### src/rtl/stg_mbox_pkg.sv
package stg_mbox_pkg;

    localparam int unsigned DW = 32;

    // control and status bit positions
    localparam int unsigned CTRL_ABORT_BIT = 0;
    localparam int unsigned CTRL_GO_BIT    = 31;
    localparam int unsigned STAT_READY_BIT = 31;
    localparam int unsigned STAT_ERR_BIT   = 2;

    localparam logic [7:0]    OBJ_KIND    = 8'h0B;
    localparam logic [DW-1:0] CMD_LOAD    = 32'd3;
    localparam logic [DW-1:0] RESP_LEN_DW = 32'd4;
    localparam logic [DW-1:0] END_MARK    = 32'hFFFF_FFFF;
    localparam int unsigned   HDR_WORDS   = 4;
    localparam int unsigned   RESP_WORDS  = 4;

    typedef enum logic [1:0] {
        SEL_CTRL  = 2'd0,
        SEL_STAT  = 2'd1,
        SEL_WDATA = 2'd2,
        SEL_RDATA = 2'd3
    } reg_sel_e;

    typedef struct packed {
        logic [31:0] size_dw;
        logic [7:0]  rsvd;
        logic [7:0]  kind;
        logic [15:0] vendor;
    } mbox_hdr_t;

    typedef struct packed {
        logic ready;
        logic err;
    } mbox_stat_t;

    function automatic logic [DW-1:0] stat_word(mbox_stat_t s);
        logic [DW-1:0] w;
        w = '0;
        w[STAT_READY_BIT] = s.ready;
        w[STAT_ERR_BIT]   = s.err;
        return w;
    endfunction

    // one word of the response object
    function automatic logic [DW-1:0] resp_word(logic [1:0] idx, logic [15:0] vendor,
                                                logic [DW-1:0] next_off, logic in_prog);
        unique case (idx)
            2'd0:    return {8'h00, OBJ_KIND, vendor};
            2'd1:    return RESP_LEN_DW;
            2'd2:    return next_off;
            default: return {30'd0, in_prog, 1'b1};
        endcase
    endfunction

endpackage

### src/rtl/stg_mbox_req_parser.sv
module stg_mbox_req_parser
    import stg_mbox_pkg::*;
#(
    parameter logic [15:0] VENDOR_ID = 16'h1D5A,
    parameter int unsigned CNT_W     = 12
) (
    input  logic             clk,
    input  logic             rst,
    input  logic             clear,
    input  logic             push,
    input  logic             push_first,
    input  logic [DW-1:0]    wdata,
    output logic             req_ok,
    output logic [CNT_W-1:0] chunk_dw
);
    localparam logic [CNT_W-1:0] CNT_MAX = '1;
    localparam logic [CNT_W-1:0] HDR_CNT = CNT_W'(HDR_WORDS);

    logic [CNT_W-1:0] cnt;
    logic [CNT_W-1:0] idx;
    logic [DW-1:0]    words [HDR_WORDS];
    mbox_hdr_t        hdr;

    assign idx = push_first ? '0 : cnt;

    always_ff @(posedge clk) begin
        if (rst || clear) begin
            cnt <= '0;
        end else if (push) begin
            if (push_first)          cnt <= CNT_W'(1);
            else if (cnt != CNT_MAX) cnt <= cnt + 1'b1;
        end
    end

    for (genvar g = 0; g < HDR_WORDS; g++) begin : g_hdr
        always_ff @(posedge clk) begin
            if (rst || clear)
                words[g] <= '0;
            else if (push && idx == CNT_W'(g))
                words[g] <= wdata;
        end
    end

    assign hdr = mbox_hdr_t'({words[1], words[0]});

    always_comb begin
        req_ok = (cnt >= HDR_CNT)
              && (hdr.vendor == VENDOR_ID)
              && (hdr.kind == OBJ_KIND)
              && (hdr.rsvd == 8'h00)
              && (hdr.size_dw == 32'(cnt))
              && (words[2] == CMD_LOAD)
              && (words[3] == '0);
        chunk_dw = cnt - HDR_CNT;
    end

    // a push after completion restarts the word count
    a_r12_restart_count: assert property (@(posedge clk) disable iff (rst)
        (push && push_first && !clear) |=> (cnt == CNT_W'(1)));

    // abort discards any partial request
    a_r10_clear_count: assert property (@(posedge clk) disable iff (rst)
        clear |=> (cnt == '0));

endmodule

### src/rtl/stg_mbox_chunk_sink.sv
module stg_mbox_chunk_sink
    import stg_mbox_pkg::*;
#(
    parameter int unsigned IMAGE_BYTES = 64
) (
    input  logic          clk,
    input  logic          rst,
    input  logic          clear,
    input  logic          accept,
    input  logic [DW-1:0] chunk_bytes,
    output logic [DW-1:0] next_off,
    output logic          in_prog
);
    localparam logic [DW:0]   LIMIT_W = (DW+1)'(IMAGE_BYTES);
    localparam logic [DW-1:0] LIMIT   = DW'(IMAGE_BYTES);

    logic [DW-1:0] offset;
    logic [DW:0]   sum;

    assign sum = {1'b0, offset} + {1'b0, chunk_bytes};

    always_ff @(posedge clk) begin
        if (rst || clear)
            offset <= '0;
        else if (accept)
            offset <= (sum >= LIMIT_W) ? LIMIT : sum[DW-1:0];
    end

    assign in_prog  = (offset < LIMIT);
    assign next_off = in_prog ? offset : END_MARK;

    // the tracked offset never passes the image length
    a_r6_offset_bounded: assert property (@(posedge clk) disable iff (rst)
        offset <= LIMIT);

    // without abort the offset never moves backwards
    a_r5_offset_monotone: assert property (@(posedge clk) disable iff (rst)
        !clear |=> (offset >= $past(offset)));

    // no accepted request, no offset change
    a_r7_offset_hold: assert property (@(posedge clk) disable iff (rst)
        (!clear && !accept) |=> $stable(offset));

endmodule

### src/rtl/stg_mbox_resp_queue.sv
module stg_mbox_resp_queue
    import stg_mbox_pkg::*;
#(
    parameter logic [15:0] VENDOR_ID = 16'h1D5A
) (
    input  logic          clk,
    input  logic          rst,
    input  logic          clear,
    input  logic          set_ready,
    input  logic          set_err,
    input  logic          ack,
    input  logic [DW-1:0] next_off,
    input  logic          in_prog,
    output mbox_stat_t    stat,
    output logic [DW-1:0] cur_word
);
    localparam int unsigned PTR_W = $clog2(RESP_WORDS + 1);
    localparam logic [PTR_W-1:0] PTR_END = PTR_W'(RESP_WORDS);

    logic [PTR_W-1:0] rptr;

    always_ff @(posedge clk) begin
        if (rst || clear) begin
            stat <= '0;
            rptr <= '0;
        end else begin
            if (set_ready)      stat <= '{ready: 1'b1, err: 1'b0};
            else if (set_err)   stat <= '{ready: 1'b0, err: 1'b1};
            if (ack && stat.ready && rptr != PTR_END)
                rptr <= rptr + 1'b1;
        end
    end

    always_comb begin
        if (stat.ready && rptr != PTR_END)
            cur_word = resp_word(rptr[1:0], VENDOR_ID, next_off, in_prog);
        else
            cur_word = '0;
    end

    // ready and error are exclusive
    a_r3_stat_exclusive: assert property (@(posedge clk) disable iff (rst)
        !(stat.ready && stat.err));

    // the read pointer stops after the last response word
    a_r4_ptr_bounded: assert property (@(posedge clk) disable iff (rst)
        rptr <= PTR_END);

    // each acknowledge advances exactly one word
    a_r4_ack_step: assert property (@(posedge clk) disable iff (rst)
        (ack && stat.ready && rptr != PTR_END && !clear) |=> (rptr == $past(rptr) + 1'b1));

    // abort or restart empties status and pointer
    a_r10_clear_status: assert property (@(posedge clk) disable iff (rst)
        clear |=> (stat == '0 && rptr == '0));

endmodule

### src/rtl/stg_mbox_target.sv
module stg_mbox_target
    import stg_mbox_pkg::*;
#(
    parameter int unsigned ADDR_W      = 4,
    parameter logic [15:0] VENDOR_ID   = 16'h1D5A,
    parameter int unsigned IMAGE_BYTES = 64,
    parameter int unsigned CNT_W       = 12
) (
    input  logic              clk,
    input  logic              rst,
    input  logic [ADDR_W-1:0] reg_addr,
    input  logic              reg_wr,
    input  logic [31:0]       reg_wdata,
    output logic [31:0]       reg_rdata
);
    localparam logic [ADDR_W-1:0] A_CTRL  = ADDR_W'(4'h0);
    localparam logic [ADDR_W-1:0] A_STAT  = ADDR_W'(4'h4);
    localparam logic [ADDR_W-1:0] A_WDATA = ADDR_W'(4'h8);
    localparam logic [ADDR_W-1:0] A_RDATA = ADDR_W'(4'hC);

    logic             hit_ctrl, hit_stat, hit_wdata, hit_rdata;
    logic             abort, go, go_eval, push, push_first, ack, clear_all;
    logic             req_ok;
    logic [CNT_W-1:0] chunk_dw;
    logic [DW-1:0]    chunk_bytes;
    logic [DW-1:0]    next_off;
    logic             in_prog;
    mbox_stat_t       stat;
    logic [DW-1:0]    cur_word;

    assign hit_ctrl  = (reg_addr == A_CTRL);
    assign hit_stat  = (reg_addr == A_STAT);
    assign hit_wdata = (reg_addr == A_WDATA);
    assign hit_rdata = (reg_addr == A_RDATA);

    assign abort      = reg_wr && hit_ctrl && reg_wdata[CTRL_ABORT_BIT];
    assign go         = reg_wr && hit_ctrl && reg_wdata[CTRL_GO_BIT] && !reg_wdata[CTRL_ABORT_BIT];
    assign go_eval    = go && !stat.ready && !stat.err;
    assign push       = reg_wr && hit_wdata;
    assign push_first = stat.ready || stat.err;
    assign ack        = reg_wr && hit_rdata;
    assign clear_all  = abort || (push && push_first);

    assign chunk_bytes = DW'(chunk_dw) << 2;

    stg_mbox_req_parser #(
        .VENDOR_ID (VENDOR_ID),
        .CNT_W     (CNT_W)
    ) parser_i (
        .clk        (clk),
        .rst        (rst),
        .clear      (abort),
        .push       (push),
        .push_first (push_first),
        .wdata      (reg_wdata),
        .req_ok     (req_ok),
        .chunk_dw   (chunk_dw)
    );

    stg_mbox_chunk_sink #(
        .IMAGE_BYTES (IMAGE_BYTES)
    ) sink_i (
        .clk         (clk),
        .rst         (rst),
        .clear       (abort),
        .accept      (go_eval && req_ok),
        .chunk_bytes (chunk_bytes),
        .next_off    (next_off),
        .in_prog     (in_prog)
    );

    stg_mbox_resp_queue #(
        .VENDOR_ID (VENDOR_ID)
    ) resp_i (
        .clk       (clk),
        .rst       (rst),
        .clear     (clear_all),
        .set_ready (go_eval && req_ok),
        .set_err   (go_eval && !req_ok),
        .ack       (ack),
        .next_off  (next_off),
        .in_prog   (in_prog),
        .stat      (stat),
        .cur_word  (cur_word)
    );

    always_comb begin
        if (hit_stat)       reg_rdata = stat_word(stat);
        else if (hit_rdata) reg_rdata = cur_word;
        else                reg_rdata = '0;
    end

    // go while a result is pending leaves status unchanged
    a_r11_go_ignored: assert property (@(posedge clk) disable iff (rst)
        (go && (stat.ready || stat.err)) |=> $stable(stat));

    // a go on a clean status always produces a result
    a_r3_go_result: assert property (@(posedge clk) disable iff (rst)
        go_eval |=> (stat.ready || stat.err));

endmodule

### config.mk
export PLATFORM = sky130hd
export DESIGN_NAME = stg_mbox_target
export DESIGN_NICKNAME = d
export VERILOG_FILES = /design/src/rtl/stg_mbox_pkg.sv /design/src/rtl/stg_mbox_req_parser.sv /design/src/rtl/stg_mbox_chunk_sink.sv /design/src/rtl/stg_mbox_resp_queue.sv /design/src/rtl/stg_mbox_target.sv
export SDC_FILE = /design/constraint.sdc
export NUM_CORES = 1
export LEC_CHECK = 0
export CORE_AREA = 2 2 145 161
export CTS_CLUSTER_SIZE = 12
export DETAILED_ROUTE_END_ITERATION = 10
export DIE_AREA = 0 0 147 163
export HOLD_SLACK_MARGIN = 0.12
export SLEW_MARGIN = 20
export SYNTH_ARGS = -nofsm -noshare
export SYNTH_HDL_FRONTEND = slang
export SYNTH_SLANG_ARGS = --single-unit
### constraint.sdc
create_clock -name clk -period 6.4 [get_ports clk]
set_input_delay 1.28 -clock clk [delete_from_list [all_inputs] [get_ports clk]]
set_output_delay 1.28 -clock clk [all_outputs]
set_load 0.05 [all_outputs]
# ---- Word level (Yosys, flattened, before mapping)
# Memory sizes are Yosys's and may differ from the RTL's.
# Cells that the tools add are included.
dict set report op_classes {
  n_addsub 4
  order_cmp 3
  n_eq_ne 14
  mux 29
  bitwise_logic 4
  n_reduce_logical 41
}
# op n
set op_table {}
lappend op_table {{$mux 32} 9}
lappend op_table {{$pmux 32 s3} 1}
lappend op_table {{$mux 12} 3}
lappend op_table {{$add 32x14->33} 1}
lappend op_table {{$ge 33x7->1 const B} 1}
lappend op_table {{$eq 32x12->1} 1}
lappend op_table {{$eq 32x2->1 const B} 1}
lappend op_table {{$logic_not 32->1} 1}
lappend op_table {{$lt 32x7->1 const B} 1}
lappend op_table {{$eq 12x2->1 const B} 2}
lappend op_table {{$logic_and 1x1->1} 24}
lappend op_table {{$eq 16x13->1 const B} 1}
lappend op_table {{$mux 1} 14}
lappend op_table {{$add 12x1->12 const B} 1}
lappend op_table {{$eq 12x1->1 const B} 1}
lappend op_table {{$ge 12x3->1 const B} 1}
lappend op_table {{$logic_not 12->1} 1}
lappend op_table {{$ne 12x12->1 const B} 1}
lappend op_table {{$sub 12x3->12 const B} 1}
lappend op_table {{$eq 4x4->1 const B} 2}
lappend op_table {{$eq 8x4->1 const B} 1}
lappend op_table {{$logic_not 8->1} 1}
lappend op_table {{$eq 4x3->1 const B} 1}
lappend op_table {{$logic_not 1->1} 4}
lappend op_table {{12 further kinds} 20}
dict set report totals {
  ff_bits 49
  ramBits 128
  inputBits 39
  memories 1
}
# memory words width rd rd_ports_with_merged_regs wr line_no
set mem_list {}
lappend mem_list {parser_i.words 4 32 4 0 4 stg_mbox_req_parser.sv:21} ;# logic [DW-1:0] words [HDR_WORDS];

# ---- Longest topological paths before layout
# Gate-level depths: netlist of the first run.
# An unclocked memory read counts as a cell.
dict set report depth {
  ltp_word 12
  depth_mapped 15
}

# ---- Cells and area by module
# A second synthesis of the first run with hierarchy kept.
dict set report unflattened {
  cells_unflattened 1045
  area_unflattened_um2 10542.6
}
# mod n_inst cells_per_inst area_each_um2 seq_area_each_um2
set modules_own_cells {}
lappend modules_own_cells {stg_mbox_req_parser 1 458 6173.4 4083.9}
lappend modules_own_cells {stg_mbox_chunk_sink 1 450 3467.1 640.6}
lappend modules_own_cells {stg_mbox_resp_queue 1 83 565.5 100.1}
lappend modules_own_cells {stg_mbox_target 1 54 336.6 0.0}

# ---- Least setup slack after synthesis of the first run
# Ideal clock, no wire load.
dict set report synth_path {
  path_kind {input port to output port}
  from {in reg_addr[1]}
  to {out reg_rdata[1]}
  arrival_ps 4019
  slack_ps 1101
  cell_stages 9
  cell_sequence {nor2_1 nand2_1 a211oi_1 and3_1 clkbuf_1 and2_1 clkbuf_1 a31o_2 o21bai_1}
}
dict set report synth_between {
  elab_chain_len 3
}
# element line_no
set synth_rtl {}
lappend synth_rtl {{start: declaration} stg_mbox_target.sv:11} ;# input logic [ADDR_W-1:0] reg_addr,
lappend synth_rtl {{$eq 4x4->1} stg_mbox_target.sv:34} ;# assign hit_rdata = (reg_addr == A_RDATA);
lappend synth_rtl {{$mux 32} stg_mbox_target.sv:89} ;# else if (hit_rdata) reg_rdata = cur_word;
lappend synth_rtl {{$mux 32 *} stg_mbox_target.sv:88} ;# if (hit_stat) reg_rdata = stat_word(stat);
lappend synth_rtl {{end: declaration} stg_mbox_target.sv:14} ;# output logic [31:0] reg_rdata
# Every way passes the cells marked *; elsewhere a longest branch is shown, timed or not.

# ---- Worst setup path in the final report of the first run
dict set report layout_path {
  from {in reg_addr[1]}
  to {out reg_rdata[18]}
}
# The elaborated chain is that of the path after synthesis.

==> reports/metrics.cfg, run 1 <==
[pwr]
power.share.combinational=0.034
seq_power_share=0.537
switching_power_uw=541
p_int_uw=1790
power_density_nw_per_um2=226
p_clk_frac=0.429
max-vdd-ir-drop_mv=0.171
switching_share=0.232
p_leak_uw=0.00389

[grt]
antenna_found_initial=0
grtUsageTotal=0.173
grt-ovfl-total=0
grt_pass1_wl_um=32300
grt_pass1_vias=5955
grt_start_max_net_pins=33

[timing]
setup_viol=0
period_minus_slack_ns=5.15
slew_viol_final=0
slew_headroom=0.325
fin_crit_sh=0.805
setup_tns_ns=0
max_freq_mhz=194
worstMarginPinSlew_ns=1.01
worst_clock_skew_ns=0.0216
layout_setup_ws_ns=1.25
rsz0062_at_grt=false
whs_ns=0.492
hold_viol=0

[synthesis]
async_flop_share=0
yosysTopAreaCellShare=0.436
ys_ff_latch=175
syn_area_per_cell_um2=11.1
ys.flop_type=edfxtp_1
yosys_warnings=0
synth_edf_count=128
synth_fp_nets=852
synth_top_area_cell=edfxtp_1
ys_seq_area_frac=0.543
netlist_area_um2=8820
synth_cell_types=73
yosys-top-cells-area=edfxtp_1 44%, and2_1 12%, dfxtp_1 11%
syn-instance-count=791

[setup_path]
reg2reg_depth=12
critPathSlowestCell=clkdlybuf4s50_1
crit_buf_inv=3
timing.rr.end=sink_i.offset[3]
crit_path_max_fanout=19
r2r-start=parser_i.cnt[4]
crit_family=buffers and inverters
cp.arrival_ns=3.87
timing.critical_path.to_type=output pin
crit_top_cell=clkdlybuf4s50_1
slowest_delay_ns=0.81
startpoint_type=input pin
reg2reg_setup_slack_ns=1.86
worstPathRequired_ns=5.12
crit_type=in -> out
crit_chain=clkdlybuf4s50_1 > nor2_1 > nand2_1 > a211oi_1 > buf_4 > and3_1 > and2_1 > clkdlybuf4s50_1

[finish]
n_antenna_cell=0
final_layout_size_suffix_gt1_frac=0.0955
syn_to_final_growth_pct=17.2
nNetsFinal=907
layout_common_cells=170 x and2_1, 128 x edfxtp_1, 57 x clkdlybuf4s50_1, 47 x dfxtp_1
fin_util=0.459
final_common_cell=and2_1
design_area_um2=10300

[placement]
port_buffers=70
dp_slack_ns=1.23
placed_area_um2=9750
dp_hpwl_um=14300
gp_congestion=0.890

[drt]
vias=6026
routed_wl_um=20300
avgViaCountPerCell=5.20
met3_length_um=496
drt_pass1_iterations=5
top_layer_used=met4
ant_nets=0
drt-met1-wl_um=8600
wl_met2_um=10800
wire_per_inst_um=17.5
drc=0
first_iter_violations=365

[hold_path]
hp-class=reg -> reg
min_from=sink_i.offset[10]
min_to=sink_i.offset[10]
whs_path_depth=1

[floorplan]
core_um2=22500
initial_core_util=0.392
die-height_um=163
die-width_um=147
ios=71
rows=58
die-area_um2=24000

[cts]
worstSkewPairLatency_ns=0.43
hold_buffers=0
cts_root_buf=clkbuf_16
cts_sinks=175
cts_buffers=17
cts_tree=yes
postCtsSetupBuffers=0
cts_htree_levels=4
post_cts_resize_count=0
cts.path.max_buffers=2
clkSlewWorstSetupHoldPaths_ns=0.07

[flow_run]
cap_viol_max_count=0

[status]
status=finished clean

## per-layer routing
layer | track usage | up-vias
li1 | - | 2977
met1 | 0.208 | 2922
met2 | 0.318 | 102
met3 | 0.0246 | 25
met4 | 0.0608 | 0
met5 | 0 | -
## synthesized netlist by cell type, types with 3 or more instances
master,n
o211a_1,3
ha_1,21
a221oi_1,3
o21a_1,6
nor3_1,13
edfxtp_1,128
a211oi_1,7
nand2_1,36
xnor2_1,16
buf_2,4
nand3_1,20
xor2_1,21
or2_2,3
nor4_1,28
nand4_1,20
or4_1,5
o31ai_1,6
dfxtp_1,47
a21oi_1,15
nor2_2,3
a21o_1,12
and2_1,170
buf_6,4
mux2i_1,4
a31o_2,10
and3_1,8
clkbuf_2,9
clkbuf_1,23
o21bai_1,3
inv_1,18
a21boi_0,3
nand4b_1,3
nand2b_1,7
nor4b_1,8
and4_1,5
nor2_1,36
or3_1,5
o21ai_0,12
a31oi_1,3
## cells by family (layout without fill, tap and decap cells)
kind of cell / Yosys count / in the layout / share of synthesized area
and+or+nand+nor: 389 / 389 / 0.265
muxes: 6 / 6 / 0.00710
DFF: 175 / 175 / 0.543
xor gates and xnor gates: 37 / 37 / 0.0368
buffers and inverters: 60 / 128 / 0.0312
AOI/OAI and AO/OA: 102 / 102 / 0.0851
adders and majority gates: 22 / 22 / 0.0321
## through the flow
| step | cells | total power, uW |
|---|---|---|
| after global placement | 1127 | 1360 |
| after CTS | 1159 | 2360 |
| after global routing | 1159 | 2410 |
| after floorplan | 791 | 1310 |
| final | 1159 | 2340 |
| after detailed placement | 1127 | 1360 |
## power groups by stage
stage	combinational [uW]	sequential (uW)	clock, uW
CTS	82.4	1250	1020
floorplan	30.2	1280	0
global placement	82.1	1280	0
detailed placement	82.4	1280	0
global route	87.6	1260	1070
finish	80.0	1250	1000
## area by class of cell
cell class	count	area [um^2]
inverter	19	71.3
timing repair buffer	77	758
clock inverter	14	143
fill	2149	12200
multi-input combinational	556	3770
sequential	175	4780
clock buffer	18	429
tap	300	375
## flip-flops by register name, indices dropped and copies added (netlist names)
name and count:
resp_i.rptr 3, sink_i.offset 30, parser_i.words 128, parser_i.cnt 12
resp_i.stat 2
## how the worst max path moves through the flow
stage / slack [ns] / depth (start not counted) / to / from
after floorplan: 1.10 / 9 / reg_rdata[1] / reg_addr[1]
after global placement: 1.32 / 8 / reg_rdata[25] / reg_addr[1]
after detailed placement: 1.23 / 8 / reg_rdata[18] / reg_addr[1]
after CTS: 1.25 / 8 / reg_rdata[18] / reg_addr[1]
after global routing: 1.02 / 8 / reg_rdata[25] / reg_addr[1]
final: 1.25 / 8 / reg_rdata[18] / reg_addr[1]
Power figures use the tool's default switching activity.
==> inputs of run 2 (changes only) <==
clock period = 4.85 ns   (was 6.4 ns; I/O delays follow)
==> run 2 against run 1 <==
- sequential cell count unchanged
- clock skew down 0.0011 ns
- worst setup slack worse by 0.74 ns
- combinational power up 35%
- hold slack better by 0.0035 ns
- register-to-register slack worse by 1.2 ns
- first-iteration DRC count down 3.0%
- routed wire length down 0.62%
- highest routed layer unchanged
==> reports/metrics.cfg, run 2 (synthesis results as in run 1) <==
[status]
status=finished clean  ; unchanged

[grt]
antenna_found_initial=0  ; unchanged
grt_pass1_vias=6003  ; was 5955
grt-ovfl-total=0  ; unchanged
grt_start_max_net_pins=33  ; unchanged
grt_pass1_wl_um=32500  ; was 32300 um
grtUsageTotal=0.175  ; was 0.173

[setup_path]
r2r-start=parser_i.cnt[4]  ; unchanged
crit_type=reg -> out  ; was in -> out
worstPathRequired_ns=3.88  ; was 5.12 ns
slowest_delay_ns=0.63  ; was 0.81 ns
crit_buf_inv=2  ; was 3
crit_chain=or4_1 > nor4_1 > nand4_1 > or3_1 > and2_1 > buf_4 > a31o_2 > o21bai_1 > buf_12  ; was clkdlybuf4s50_1 > nor2_1 > nand2_1 > a211oi_1 > buf_4 > and3_1 > and2_1 > clkdlybuf4s50_1
cp.arrival_ns=3.37  ; was 3.87 ns
crit_family=simple AND/OR/NAND/NOR gates  ; was buffers and inverters
crit_path_max_fanout=20  ; was 19
crit_start=sink_i.offset[20]  ; was reg_addr[1]
critPathSlowestCell=or3_1  ; was clkdlybuf4s50_1
startpoint_type=register  ; was input pin
timing.critical_path.to_type=output pin  ; unchanged

[timing]
slew_viol_final=0  ; unchanged
worst_clock_skew_ns=0.0205  ; was 0.0216 ns
hold_viol=0  ; unchanged
worstMarginPinSlew_ns=0.773  ; was 1.01 ns
fin_crit_sh=0.896
setup_viol=0  ; unchanged
period_minus_slack_ns=4.34
max_freq_mhz=230
setup_tns_ns=0  ; unchanged
whs_ns=0.495  ; was 0.492 ns
slew_headroom=0.471  ; was 0.325
rsz0062_at_grt=false  ; unchanged

[cts]
clkSlewWorstSetupHoldPaths_ns=0.07  ; about the same
postCtsSetupBuffers=0  ; unchanged
hold_buffers=0  ; unchanged
post_cts_resize_count=0  ; unchanged
cts_htree_levels=4  ; unchanged
cts_sinks=175  ; unchanged
worstSkewPairLatency_ns=0.43  ; about the same
cts_root_buf=clkbuf_16  ; unchanged
cts_buffers=17  ; unchanged
cts.path.max_buffers=2  ; unchanged
cts_tree=yes  ; unchanged

[finish]
largest_reg_flops=128  ; unchanged
nNetsFinal=911  ; was 907
layout_common_cells=170 x and2_1, 128 x edfxtp_1, 47 x dfxtp_1, 38 x clkdlybuf4s50_1  ; was 170 x and2_1, 128 x edfxtp_1, 57 x clkdlybuf4s50_1, 47 x dfxtp_1
regMostFlops=parser_i.words  ; unchanged
final_layout_size_suffix_gt1_frac=0.122  ; was 0.0955
reg_top3=parser_i.words x128, sink_i.offset x30, parser_i.cnt x12  ; unchanged
n_antenna_cell=0  ; unchanged
multiInputGateArea_um2=3770  ; about the same
final_common_cell=and2_1  ; unchanged
ff_latch_area_um2=4780  ; unchanged
design_area_um2=10700  ; was 10300 um^2
n_fill_cell=2074  ; was 2149
syn_to_final_growth_pct=21.7  ; was 17.2%

[drt]
wire_per_inst_um=17.3  ; was 17.5 um
ant_nets=0  ; unchanged
first_iter_violations=354  ; was 365
routed_wl_um=20200  ; was 20300 um
avgViaCountPerCell=5.20  ; about the same
vias=6045  ; was 6026
drt_pass1_iterations=5  ; unchanged
drc=0  ; unchanged

[pwr]
p_int_uw=2470  ; was 1790 uW
max-vdd-ir-drop_mv=0.232  ; was 0.171 mV
seq_power_share=0.520  ; was 0.537
p_leak_uw=0.00405  ; was 0.00389 uW
switching_power_uw=710  ; was 541 uW
power_density_nw_per_um2=296  ; was 226 nW/um^2
power.share.combinational=0.034  ; about the same
p_clk_frac=0.446  ; was 0.429
switching_share=0.223  ; was 0.232
total_power_uw=3180  ; was 2340 uW

[placement]
placed_area_um2=10100  ; was 9750 um^2
dp_hpwl_um=14400  ; was 14300 um
gp_congestion=0.913  ; was 0.890
port_buffers=70  ; unchanged

[floorplan]
core_um2=22500  ; unchanged
rows=58  ; unchanged
die-height_um=163  ; unchanged
initial_core_util=0.392  ; unchanged
die-area_um2=24000  ; unchanged
ios=71  ; unchanged
die-width_um=147  ; unchanged

[hold_path]
min_from=sink_i.offset[11]  ; was sink_i.offset[10]
hp-class=reg -> reg  ; unchanged

[flow_run]
cap_viol_max_count=0  ; unchanged

-- run 2: area by class of cell --
cell class | instances | share of cell area
flip-flops and latches | 175 | 0.446
well taps | 300 | 0.0350
inverters | 19 | 0.00664
repair buffers | 81 | 0.103
clock buffers | 17 | 0.0396
clock inverters | 15 | 0.0181
multi-input cells | 556 | 0.352
-- run 2: worst paths after layout --
kind / to / slack [ns] / depth (start not counted)
worst max register to register: sink_i.offset[4] / 0.64 / 12
worst min register to register: sink_i.offset[11] / 0.49 / 1
worst max-delay path: reg_rdata[1] / 0.51 / 9
worst min-delay path: sink_i.offset[11] / 0.49 / 1
-- run 2: through the flow --
step	std cells	setup WS, ns	utilization
final	1163	0.507	0.477
after global routing	1163	0.299	0.477
after CTS	1162	0.468	0.476
after detailed placement	1130	0.728	0.448
after global placement	1130	0.836	0.448
after floorplan	791	0.0607	-
-- run 2: power groups by stage --
stage	Combinational [uW]	Sequential (uW)	Clock, uW
3_5_place_dp	110	1690	0
2_1_floorplan	39.8	1690	0
4_1_cts	110	1660	1450
6_report	108	1650	1420
5_1_grt	117	1660	1510
3_3_place_gp	109	1690	0
-- run 2: per-layer routing --
metal  share of wire  vias up  GRT usage
met5               0        -          0
met4           0.024        0     0.0616
met3           0.025       29     0.0294
met2            0.52      100      0.311
met1            0.43     2912      0.215
li1                -     3004          -
==> inputs of run 3 (changes only) <==
CAP_MARGIN = 20   (was default)
SETUP_SLACK_MARGIN = 0.1   (was default)
==> run 3 against run 2 <==
- via count is 0.41% higher
- largest power group unchanged
- sequential power about the same
- hold slack better by 0.0026 ns
- final cell count unchanged
- critical path type unchanged
- design area down 0.58%
- first-iteration DRC count is 10% lower
- highest routed layer unchanged
- sequential share of layout area grew 0.26 points
- clock-buffer cell count grew 1
- critical endpoint unchanged
- combinational power is essentially flat
- largest cell class unchanged
==> reports/metrics.cfg, run 3 (synthesis results as in run 1) <==
[timing]
whs_ns=0.498  ; was 0.495 ns
worstMarginPinSlew_ns=0.796  ; was 0.773 ns
hold_viol=0  ; unchanged
rsz0062_at_grt=false  ; unchanged
slew_headroom=0.469  ; was 0.471
setup_tns_ns=0  ; unchanged
max_freq_mhz=230  ; about the same
setup_viol=0  ; unchanged
worst_clock_skew_ns=0.0114  ; was 0.0205 ns
slew_viol_final=0  ; unchanged
fin_crit_sh=0.897  ; was 0.896
period_minus_slack_ns=4.35  ; was 4.34 ns

[setup_path]
slowest_delay_ns=0.62  ; was 0.63 ns
timing.rr.end=sink_i.offset[4]  ; unchanged
crit_cells=9  ; unchanged
startpoint_type=register  ; unchanged
crit_family=simple AND/OR/NAND/NOR gates  ; unchanged
reg2reg_setup_slack_ns=0.63  ; was 0.64 ns
reg2reg_depth=12  ; unchanged
crit_chain=or4_1 > nor4_1 > nand4_1 > or3_1 > and2_1 > buf_4 > a31o_2 > o21bai_1 > buf_12  ; unchanged
cp.arrival_ns=3.38  ; was 3.37 ns
r2r-start=parser_i.cnt[4]  ; unchanged
timing.critical_path.to_type=output pin  ; unchanged
crit_buf_inv=2  ; unchanged
worstPathRequired_ns=3.88  ; about the same
crit_type=reg -> out  ; unchanged
crit_path_max_fanout=20  ; unchanged
critPathSlowestCell=or3_1  ; unchanged

[grt]
grt_pass1_vias=5967  ; was 6003
grt_pass1_wl_um=32800  ; was 32500 um
grt_start_max_net_pins=33  ; unchanged
grt-ovfl-total=0  ; unchanged
grtUsageTotal=0.177  ; was 0.175
antenna_found_initial=0  ; unchanged

[finish]
syn_to_final_growth_pct=21.0  ; was 21.7%
fin_util=0.474  ; was 0.477
layout_common_cells=170 x and2_1, 128 x edfxtp_1, 47 x dfxtp_1, 38 x clkdlybuf4s50_1  ; unchanged
regMostFlops=parser_i.words  ; unchanged
n_fill_cell=2086  ; was 2074
largest_reg_flops=128  ; unchanged
final_layout_size_suffix_gt1_frac=0.121  ; was 0.122
n_antenna_cell=0  ; unchanged
nNetsFinal=911  ; unchanged
final_common_cell=and2_1  ; unchanged
reg_top3=parser_i.words x128, sink_i.offset x30, parser_i.cnt x12  ; unchanged

[pwr]
max-vdd-ir-drop_mv=0.215  ; was 0.232 mV
p_leak_uw=0.00401  ; was 0.00405 uW
power_density_nw_per_um2=288  ; was 296 nW/um^2
total_power_uw=3070  ; was 3180 uW

[hold_path]
whs_path_depth=2  ; was 1
min_to=sink_i.offset[2]  ; was sink_i.offset[11]
min_from=sink_i.offset[2]  ; was sink_i.offset[11]
hp-class=reg -> reg  ; unchanged

[drt]
wire_per_inst_um=17.7  ; was 17.3 um
wl_met2_um=11000  ; was 10600 um
drt-met1-wl_um=8510  ; was 8620 um
vias=6070  ; was 6045
ant_nets=0  ; unchanged
top_layer_used=met4  ; unchanged
drc=0  ; unchanged
first_iter_violations=318  ; was 354
met3_length_um=675  ; was 507 um
avgViaCountPerCell=5.22  ; was 5.20
routed_wl_um=20600  ; was 20200 um
drt_pass1_iterations=4  ; was 5

[floorplan]
die-width_um=147  ; unchanged
initial_core_util=0.392  ; unchanged
ios=71  ; unchanged
die-area_um2=24000  ; unchanged
rows=58  ; unchanged
die-height_um=163  ; unchanged
core_um2=22500  ; unchanged

[cts]
cts_buffers=17  ; unchanged
cts.path.max_buffers=2  ; unchanged
cts_sinks=175  ; unchanged
cts_root_buf=clkbuf_16  ; unchanged
cts_tree=yes  ; unchanged
clkSlewWorstSetupHoldPaths_ns=0.07  ; about the same
worstSkewPairLatency_ns=0.43  ; about the same
hold_buffers=0  ; unchanged
cts_htree_levels=4  ; unchanged
post_cts_resize_count=0  ; unchanged
postCtsSetupBuffers=0  ; unchanged

[placement]
gp_congestion=0.905  ; was 0.913
port_buffers=70  ; unchanged
dp_hpwl_um=14800  ; was 14400 um

[status]
status=finished clean  ; unchanged

[flow_run]
cap_viol_max_count=0  ; unchanged

==> run 3: changes by cell type in the layout (fill, tap and decap cells not counted) <==
| cell | before | now |
|---|---|---|
| clkinv_8 | 2 | 1 |
| clkinv_2 | 0 | 1 |
| clkbuf_1 | 0 | 1 |
| bufinv_16 | 2 | 0 |
| clkinv_4 | 3 | 1 |
| clkinvlp_4 | 0 | 3 |
==> run 3: tightest hold or removal path: stages, from the launching register on <==
cell,delay (ns)
dfxtp_1,0.34
nand2_1,0.06
o21ai_0,0.06
==> run 3: layer usage <==
layer	vias up	track usage
met2	135	0.322
met5	-	0
met4	0	0.0564
li1	2992	-
met3	31	0.0286
met1	2912	0.215
==> run 3: layout make-up <==
class | instances | area [um^2] | area share
flip-flops and latches | 175 | 4780 | 0.448
multi-input cells | 556 | 3770 | 0.354
repair buffers | 81 | 1110 | 0.104
clock buffers | 18 | 429 | 0.0402
well taps | 300 | 375 | 0.0352
clock inverters | 14 | 128 | 0.0120
inverters | 19 | 71.3 | 0.00668
==> run 3: per-stage QoR <==
stage	instance area [um^2]	std cells	worst slack, ns
final	10700	1163	0.502
after global routing	10700	1163	0.334
after CTS	10600	1162	0.466
after detailed placement	10100	1130	0.662
after global placement	10100	1130	0.811
after floorplan	8820	791	0.171
==> run 3: power breakdown <==
part | switching, uW | leakage [uW] | total (uW) | internal (uW)
logic | 65.3 | 0.00205 | 107 | 42.2
clock network | 632 | 0.000265 | 1310 | 676
registers | 13.4 | 0.00170 | 1660 | 1640
total | 711 | 0.00401 | 3070 | 2360
==> run 3: how the worst max path moves through the flow <==
stage	slack (ns)	end	start
2_1_floorplan	0.17	reg_rdata[1]	reg_addr[1]
3_3_place_gp	0.81	sink_i.offset[4]	parser_i.cnt[4]
3_5_place_dp	0.66	sink_i.offset[4]	parser_i.cnt[4]
4_1_cts	0.47	reg_rdata[1]	sink_i.offset[10]
5_1_grt	0.33	reg_rdata[1]	sink_i.offset[10]
6_report	0.50	reg_rdata[1]	sink_i.offset[10]
